[config.mk]
export PLATFORM = sky130hd
export DESIGN_NAME = hexdump_seq
export DESIGN_NICKNAME = d
export VERILOG_FILES = /design/src/rtl/hexdump_pkg.sv /design/src/rtl/hd_nibble_enc.sv /design/src/rtl/hd_word_shifter.sv /design/src/rtl/hd_addr_ptr.sv /design/src/rtl/hexdump_seq.sv
export SDC_FILE = /design/constraint.sdc
export NUM_CORES = 1
export LEC_CHECK = 0
export CAP_MARGIN = 40
export CORE_MARGIN = 2
export CORE_UTILIZATION = 46
export CTS_BUF_LIST = sky130_fd_sc_hd__clkbuf_8
export DETAILED_ROUTE_END_ITERATION = 10
export HOLD_SLACK_MARGIN = 0.12
export PLACE_DENSITY = 0.76
export SYNTH_ARGS = -nofsm -noshare
export SYNTH_HDL_FRONTEND = slang
export SYNTH_SLANG_ARGS = --single-unit
[constraint.sdc]
create_clock -name clk -period 1.5 [get_ports clk]
set_input_delay 0.225 -clock clk [delete_from_list [all_inputs] [get_ports clk]]
set_output_delay 0.225 -clock clk [all_outputs]
set_load 0.02 [all_outputs]
[src/rtl/hexdump_pkg.sv]
package hexdump_pkg;

  localparam logic [7:0] LINE_FEED = 8'h0A;

  typedef enum logic [3:0] {
    ST_IDLE,
    ST_FETCH,
    ST_LOAD,
    ST_HEX,
    ST_HEX_GAP,
    ST_EOL,
    ST_EOL_GAP,
    ST_BLANK,
    ST_BLANK_GAP
  } seq_state_t;

endpackage

[src/rtl/hd_nibble_enc.sv]
module hd_nibble_enc (
  input  logic [3:0] nib,
  output logic [7:0] ascii
);

  logic is_digit;

  always_comb begin
    is_digit = (nib < 4'd10);
    if (is_digit) begin
      ascii = 8'h30 + {4'h0, nib};
    end else begin
      ascii = 8'h37 + {4'h0, nib};
    end
  end

endmodule

[src/rtl/hd_word_shifter.sv]
module hd_word_shifter #(
  parameter int WORD_W = 16
) (
  input  logic              clk,
  input  logic              rst_n,
  input  logic              load_en,
  input  logic              shift_en,
  input  logic [WORD_W-1:0] din,
  output logic [3:0]        top_nib,
  output logic              all_sent
);

  localparam int NIBBLES = WORD_W / 4;
  localparam int CNT_W   = $clog2(NIBBLES + 1);

  logic [WORD_W-1:0] sreg_q, sreg_d;
  logic [CNT_W-1:0]  cnt_q, cnt_d;

  always_comb begin
    sreg_d = sreg_q;
    cnt_d  = cnt_q;
    if (load_en) begin
      sreg_d = din;
      cnt_d  = '0;
    end else if (shift_en) begin
      sreg_d = {sreg_q[WORD_W-5:0], 4'h0};
      cnt_d  = cnt_q + CNT_W'(1);
    end
  end

  always_ff @(posedge clk or negedge rst_n) begin
    if (!rst_n) begin
      sreg_q <= '0;
      cnt_q  <= '0;
    end else if (load_en || shift_en) begin
      sreg_q <= sreg_d;
      cnt_q  <= cnt_d;
    end
  end

  assign top_nib  = sreg_q[WORD_W-1 -: 4];
  assign all_sent = (cnt_q == CNT_W'(NIBBLES));

endmodule

[src/rtl/hd_addr_ptr.sv]
module hd_addr_ptr #(
  parameter int DEPTH  = 8,
  parameter int ADDR_W = 3
) (
  input  logic              clk,
  input  logic              rst_n,
  input  logic              clr_en,
  input  logic              inc_en,
  output logic [ADDR_W-1:0] addr,
  output logic              at_last
);

  localparam logic [ADDR_W-1:0] LAST_ADDR = ADDR_W'(DEPTH - 1);

  logic [ADDR_W-1:0] addr_q, addr_d;

  always_comb begin
    addr_d = addr_q;
    if (clr_en) begin
      addr_d = '0;
    end else if (inc_en) begin
      addr_d = addr_q + ADDR_W'(1);
    end
  end

  always_ff @(posedge clk or negedge rst_n) begin
    if (!rst_n) begin
      addr_q <= '0;
    end else if (clr_en || inc_en) begin
      addr_q <= addr_d;
    end
  end

  assign addr    = addr_q;
  assign at_last = (addr_q == LAST_ADDR);

endmodule

[src/rtl/hexdump_seq.sv]
module hexdump_seq #(
  parameter int DEPTH  = 8,
  parameter int ADDR_W = $clog2(DEPTH),
  parameter int WORD_W = 16
) (
  input  logic              clk,
  input  logic              rst_n,
  input  logic              frame_ready,
  output logic [ADDR_W-1:0] rd_addr,
  input  logic [WORD_W-1:0] rd_data,
  output logic [7:0]        tx_byte,
  output logic              tx_strobe,
  input  logic              tx_busy
);

  import hexdump_pkg::*;

  seq_state_t state_q, state_d;

  logic       load_en, shift_en, clr_en, inc_en;
  logic [3:0] top_nib;
  logic       all_sent, at_last;
  logic [7:0] hex_char;

  hd_word_shifter #(.WORD_W(WORD_W)) u_shift (
    .clk      (clk),
    .rst_n    (rst_n),
    .load_en  (load_en),
    .shift_en (shift_en),
    .din      (rd_data),
    .top_nib  (top_nib),
    .all_sent (all_sent)
  );

  hd_addr_ptr #(.DEPTH(DEPTH), .ADDR_W(ADDR_W)) u_ptr (
    .clk     (clk),
    .rst_n   (rst_n),
    .clr_en  (clr_en),
    .inc_en  (inc_en),
    .addr    (rd_addr),
    .at_last (at_last)
  );

  hd_nibble_enc u_enc (
    .nib   (top_nib),
    .ascii (hex_char)
  );

  // next-state and control decode
  always_comb begin
    state_d   = state_q;
    load_en   = 1'b0;
    shift_en  = 1'b0;
    clr_en    = 1'b0;
    inc_en    = 1'b0;
    tx_strobe = 1'b0;
    tx_byte   = LINE_FEED;
    unique case (state_q)
      ST_IDLE: begin
        clr_en = 1'b1;
        if (frame_ready) state_d = ST_FETCH;
      end
      ST_FETCH: begin
        state_d = ST_LOAD;
      end
      ST_LOAD: begin
        load_en = 1'b1;
        state_d = ST_HEX;
      end
      ST_HEX: begin
        tx_byte = hex_char;
        if (!tx_busy) begin
          tx_strobe = 1'b1;
          shift_en  = 1'b1;
          state_d   = ST_HEX_GAP;
        end
      end
      ST_HEX_GAP: begin
        state_d = all_sent ? ST_EOL : ST_HEX;
      end
      ST_EOL: begin
        if (!tx_busy) begin
          tx_strobe = 1'b1;
          state_d   = ST_EOL_GAP;
        end
      end
      ST_EOL_GAP: begin
        if (at_last) begin
          state_d = ST_BLANK;
        end else begin
          inc_en  = 1'b1;
          state_d = ST_FETCH;
        end
      end
      ST_BLANK: begin
        if (!tx_busy) begin
          tx_strobe = 1'b1;
          state_d   = ST_BLANK_GAP;
        end
      end
      ST_BLANK_GAP: begin
        clr_en  = 1'b1;
        state_d = ST_IDLE;
      end
      default: begin
        state_d = ST_IDLE;
      end
    endcase
  end

  always_ff @(posedge clk or negedge rst_n) begin
    if (!rst_n) begin
      state_q <= ST_IDLE;
    end else begin
      state_q <= state_d;
    end
  end

endmodule

==> results of run 1 <==
[power breakdown]
group | leakage (nW) | switching [W] | internal [W] | total (W)
Clock | 0.0288 | 0.000221 | 0.000235 | 0.000456
Sequential | 0.326 | 0.000267 | 0.00100 | 0.00127
Combinational | 0.714 | 0.00161 | 0.00163 | 0.00324
Total | 1.07 | 0.00210 | 0.00287 | 0.00497
[state kept, by name, summed over array words and instances, names as in the netlist]
signal and flops:
state_q 4, u_ptr.addr 3, u_shift.cnt_q 3, u_shift.sreg_q 16
[cell families (layout without fill, tap and decap cells)]
kind of cell | Yosys count | count (layout)
and+or+nand+nor | 68 | 68
AOI/OAI and AO/OA | 44 | 44
DFF | 26 | 26
buffers and inverters | 20 | 85
adders and majority gates | 5 | 5
muxes | 2 | 2
other | 1 | 1
xor gates and xnor gates | 1 | 1
[layer usage]
metal / vias up / global-route usage
li1: 729 / -
met1: 779 / 0.338
met2: 56 / 0.456
met3: 9 / 0.0384
met4: 0 / 0.102
met5: - / 0
[worst max path at each step]
| stage | start | end |
|---|---|---|
| after floorplan | u_ptr.addr[1]$_DFFE_PN0P_ | u_ptr.addr[0]$_DFFE_PN0P_ |
| after global placement | u_shift.sreg_q[13]$_DFFE_PN0P_ | tx_byte[2] |
| after detailed placement | u_shift.sreg_q[13]$_DFFE_PN0P_ | tx_byte[2] |
| after CTS | u_shift.sreg_q[13]$_DFFE_PN0P_ | tx_byte[2] |
| after global routing | u_shift.sreg_q[13]$_DFFE_PN0P_ | tx_byte[2] |
| final | u_shift.sreg_q[13]$_DFFE_PN0P_ | tx_byte[2] |
[placed cells by master (no fill, tap or decap), types with 2 or more instances in the layout]
cell,Yosys,layout
buf_4,1,31
dfrtp_1,26,22
clkdlybuf4s50_1,0,19
buf_6,0,15
nand2_1,29,14
nand3_1,13,12
nand2_2,0,10
o211ai_1,9,9
a21oi_1,12,7
o21ai_2,0,6
inv_1,7,5
nand2_4,0,5
a21oi_2,0,4
nand2b_1,4,4
o31ai_1,4,4
clkbuf_8,0,4
buf_8,0,4
dfrtp_2,0,4
nor2b_1,3,3
a32oi_1,3,3
ha_4,0,3
inv_2,0,2
o21ai_1,1,2
or3_4,0,2
nor2_4,0,2
o41ai_2,0,2
ha_1,5,2
buf_2,8,2
dlygate4sd2_1,0,2
[stage by stage]
| stage | area (sq um) | setup TNS, ps | power [W] |
|---|---|---|---|
| 2_1_floorplan | 1520 | -155 | 0.00253 |
| 3_3_place_gp | 2040 | -3720 | 0.00338 |
| 3_5_place_dp | 2040 | -4270 | 0.00347 |
| 4_1_cts | 2310 | -2980 | 0.00448 |
| 5_1_grt | 2480 | -3560 | 0.00529 |
| 6_report | 2480 | -2230 | 0.00497 |
[timing repair]
item	4_1_cts	5_1_grt
cloned	3	1
gates resized for setup	105	38
endpoints found under the setup margin	33	33
setup buffers	7	7
pin swaps	23	14
[area by class of cell]
cell class,count,area share
multi-input cells,121,0.405
repair buffers,74,0.276
flip-flops and latches,26,0.264
clock buffers,4,0.0222
well taps,44,0.0222
inverters,7,0.0106
==> metrics, run 1 <==
DIE AREA=3710 sq um; Final Util=0.807; pin count of the biggest net entering global routing=27; Num CTS Buffers=3; setup ws final=-272 ps; CP required=1270 ps; PwrDens=2000 nW/um^2; R2R cell count=5; via/cell ratio=5.70; prevailing post-synth register cell=dfrtp_1; CP arrival=1550 ps; endpoints failing hold=0; syn_area_per_cell=8.92 sq um; RSZ-0062 raised after global routing=yes; Hold Buf Count CTS=0; DRC Markers=0; area taken by multi-input logic gates=1010 sq um; Highest Signal Layer=met4; post-synthesis adder-cell area fraction=0.0420; met3 routed WL=200 microns; # setup viols final=24; Critical Path Sink Type=output port; Slowest cell on crit path=dfrtp_1; area delta synth->final=66.7%; drt first pass iters=4; root buf cell=clkbuf_8; fmax=564 MHz; synth warn=0; row count=20; clock tree sinks=26; Leakage=1.07 nW; routed wl met2=2410 microns; Async S/R FF share, synth=1.00; Hold Path Class=in -> async; Post-Syn Area=1490 sq um; GRT Residual Overflow=0; status=finished with violations; critical-path cell list=inv_2 > ha_4 > nand2_4 > or3_4 > a21oi_2 > buf_6; max incr delay on CP=390 ps; total core area=3080 sq um; chip width=60.9 microns; Worst setup SP type=register; top cells by count, synth=nand2_1 (29), dfrtp_1 (26), nand3_1 (13); worst hold slack=309 ps; Finished Layout Cells=276; Period minus WS final=1770 ps; worst-skew pair later-pin latency=270 ps; max_cap viols=0; worst r2r src=u_ptr.addr[1]$_DFFE_PN0P_; RePlAce Congestion=0.872; most frequent cell after synthesis=nand2_1; post-synthesis sequential area ratio=0.437; Placed Instances=258; main combinational cell family by area after synthesis=simple AND/OR/NAND/NOR gates; All-Layer GR Usage=0.266; Iteration-0 DRC Markers=56; Port Buffers=30; FF+latch count, synth=26; WP depth=6; clock tree buffer depth=2; Buffers & Inverters on Critical Path=2; cell taking the most area after synthesis=dfrtp_1; layout cells sized above 1=0.483; via count=1573; largest cells by area after synthesis=dfrtp_1 (44%), nand2_1 (7.3%), o211ai_1 (4.5%); kind of critical path=reg -> out; Compound-Gate Fraction of Synth Area=0.192; clk slew on worst S/H paths=90 ps; vias in the first global route=1530; Post-synth EDFFs=0; Yosys top cell area share=0.437; count of pins over their slew limit=0; syn_nets=192; Final Net Count=258; pre-CTS WS=-484 ps; mux contribution to synthesized area=0.0143; Final Skew=1.85 ps; Final ANT Viol Nets=0; Mapped Cells=167; DP HPWL=2610 microns; WL per Instance=16.1 microns; delay-heaviest family, CP=flip-flops; final WL=4450 microns; # fillers=191; VDD IR max=1.19 mV; initial antenna violation count=0; crit path max fanout=2; Slew HR=0.662; Least-Margin Pin Slew=503 ps; FF/Latch Area=656 sq um; initial core utilization=0.484; failing checks=negative setup slack; Inserted Diodes=0; r2r setup slk=-160 ps; reg2reg end=u_ptr.addr[0]$_DFFE_PN0P_; first-pass GRT wire length=7200 microns; Unique masters post-synth=41; num ports=32; htree depth=1; die height=60.9 microns; Tcrit/Tclk final=1.18; Synth Area in Simple Gates=0.246; area share of xor/xnor cells in the synthesized design=0.00588; Metal-1 WL=1770 microns; CTS tree=yes
No activity file was read; power rests on OpenSTA's default activity.
==> inputs of run 2 (changes only) <==
Settings changed: CTS_CLUSTER_DIAMETER set to 150, PLACE_DENSITY 0.76 to 0.73.
Clock period 1.5 ns to 2.1 ns, I/O delays scaled along.
==> run 2 against run 1 <==
Net effect:
- the flow now finishes without violations
- cell area down 22%
- clock skew up 0.70 ps
- core utilization down 18 points
- critical endpoint is now tx_byte[1]
==> metrics, run 2 (synthesis results as in run 1) <==
Iteration-0 DRC Markers=91 (+63%); # setup viols final=0 (-100%); Post CTS Setup Buffer Count=0 (-7); final WL=3580 microns (-20%); Inserted Diodes=0 (unchanged); count of pins over their slew limit=0 (unchanged); DP HPWL=2610 microns (-0.26%); Slowest cell on crit path=dfrtp_1; worst-skew pair later-pin latency=270 ps (about the same); worst setup path startpoint=state_q[3]$_DFFE_PN0P_; Setup TNS=0 ps (+2230 ps); CP required=1780 ps (+510 ps); fmax=496 MHz; # fillers=274 (+43%); Leakage=0.842 nW (-21%); pin count of the biggest net entering global routing=27 (unchanged); root buf cell=clkbuf_8; Final Util=0.629 (-0.178); CTS tree=yes; vias in the first global route=1365 (-11%); first-pass GRT wire length=5980 microns (-17%); clock tree sinks=26 (unchanged); worst r2r src=u_ptr.addr[0]$_DFFE_PN0P_; clock tree buffer depth=2 (unchanged); via/cell ratio=5.67 (-0.55%); via count=1400 (-11%); Hold Path Class=in -> async; commonest non-fill, non-tap cell in the layout=nand2_1; critical-path cell list=nor3b_4 > nand2_1 > or2_2 > dlygate4sd2_1; endpoints failing hold=0 (unchanged); RePlAce Congestion=0.786 (-9.9%); die height=60.9 microns (unchanged); clk slew on worst S/H paths=90 ps (about the same); clock network fraction of total power=0.126 (+0.034); max_cap viols=0 (unchanged); Largest regs=u_shift.sreg_q x16, state_q x4; Critical Path Sink Type=output port; initial core utilization=0.484 (unchanged); Final ANT Viol Nets=0 (unchanged); total core area=3080 sq um (unchanged); drt first pass iters=4 (unchanged); DRC Markers=0 (unchanged); area delta synth->final=30.0%; share of power burned in registers=0.330 (+0.075); Final Net Count=229 (-11%); Port Buffers=30 (unchanged); Period minus WS final=2020 ps; WL per Instance=14.5 microns (-10%); delay-heaviest family, CP=simple AND/OR/NAND/NOR gates; Buffers & Inverters on Critical Path=1 (-1); layout cells sized above 1=0.123 (-0.360); GRT Residual Overflow=0 (unchanged); most frequent cells in the layout=nand2_1 (29), dfrtp_1 (26), clkdlybuf4s50_1 (22); DIE AREA=3710 sq um (unchanged); NetSw=0.00110 W (-48%); htree depth=1 (unchanged); PwrDens=1330 nW/um^2 (-33%); kind of critical path=reg -> out; Logic pwr share=0.544 (-0.109); RSZ-0062 raised after global routing=yes; num ports=32 (unchanged); VDD IR max=0.655 mV (-45%); max FFs per register=16 (unchanged); register bank with the most flops=u_shift.sreg_q; All-Layer GR Usage=0.218 (-0.0473); Num CTS Buffers=3 (unchanged); Final Skew=2.55 ps (+0.701 ps); status=complete, no violations; row count=20 (unchanged); initial antenna violation count=0 (unchanged); Int Power=0.00148 W (-48%); max incr delay on CP=420 ps (+30 ps); Worst setup SP type=register; switch share=0.425 (+0.00250); crit path max fanout=5 (+3); chip width=60.9 microns (unchanged); Tcrit/Tclk final=0.960; CP arrival=1700 ps (+150 ps)
==> run 2: worst register-to-register path, delay by kind of cell, from the launching register on <==
kind | cells | cell delay [ps]
adders and majority gates | 2 | 420
DFF | 1 | 420
AOI/OAI and AO/OA | 1 | 150
and+or+nand+nor | 2 | 790
==> run 2: area by class of cell <==
cell class	instances	area, sq um	share of cell area
multi-input combinational	121	749	0.387
sequential	26	651	0.336
timing repair buffer	45	399	0.206
clock buffer	4	55.1	0.0284
tap	44	55.1	0.0284
inverter	7	26.3	0.0136
==> run 2: path summary, 6_finish.rpt <==
| path | to | slack [ps] | depth (start not counted) |
|---|---|---|---|
| setup / recovery | tx_byte[1] | 80 | 4 |
| hold / removal | u_ptr.addr[0]$_DFFE_PN0P_ | 400 | 2 |
| setup reg to reg | u_ptr.addr[0]$_DFFE_PN0P_ | 250 | 5 |
| hold reg to reg | u_shift.cnt_q[2]$_DFFE_PN0P_ | 520 | 1 |
| max in group asynchronous | state_q[1]$_DFFE_PN0P_ | 1450 | 2 |
| min in group clk | u_shift.cnt_q[2]$_DFFE_PN0P_ | 520 | 1 |
==> run 2: what timing repair did <==
action                     in CTS  in global routing
gates resized for setup        10                  1
hold buffers                    0                  0
setup endpoints to repair       8                  3
==> run 2: stage by stage <==
step / power [W] / area (sq um) / hold WS, ps / setup WS, ps / instances
finish: 0.00258 / 1940 / 401 / 84.5 / 247
detailed placement: 0.00230 / 1890 / 497 / -25.4 / 243
CTS: 0.00259 / 1940 / 414 / 14.0 / 247
global placement: 0.00221 / 1890 / 485 / 80.0 / 243
floorplan: 0.00178 / 1490 / 19.4 / 305 / 167
global route: 0.00279 / 1940 / 440 / -8.14 / 247
==> run 2: metal layers <==
| metal | track usage | share of wire | vias to the layer above | routed length, microns |
|---|---|---|---|---|
| met5 | 0 | 0 | - | 0 |
| met4 | 0.0776 | 0.011 | 0 | 40 |
| met3 | 0.0384 | 0.037 | 5 | 132 |
| met2 | 0.392 | 0.51 | 34 | 1830 |
| met1 | 0.261 | 0.44 | 691 | 1580 |
| li1 | - | - | 670 | - |
==> run 2: power by group through the flow <==
stage          Clock, W  Sequential, W  Combinational [W]
2_1_floorplan         0       0.000832           0.000948
3_3_place_gp          0       0.000845            0.00137
3_5_place_dp          0       0.000858            0.00145
4_1_cts        0.000332       0.000848            0.00141
5_1_grt        0.000349       0.000879            0.00157
6_report       0.000325       0.000852            0.00140
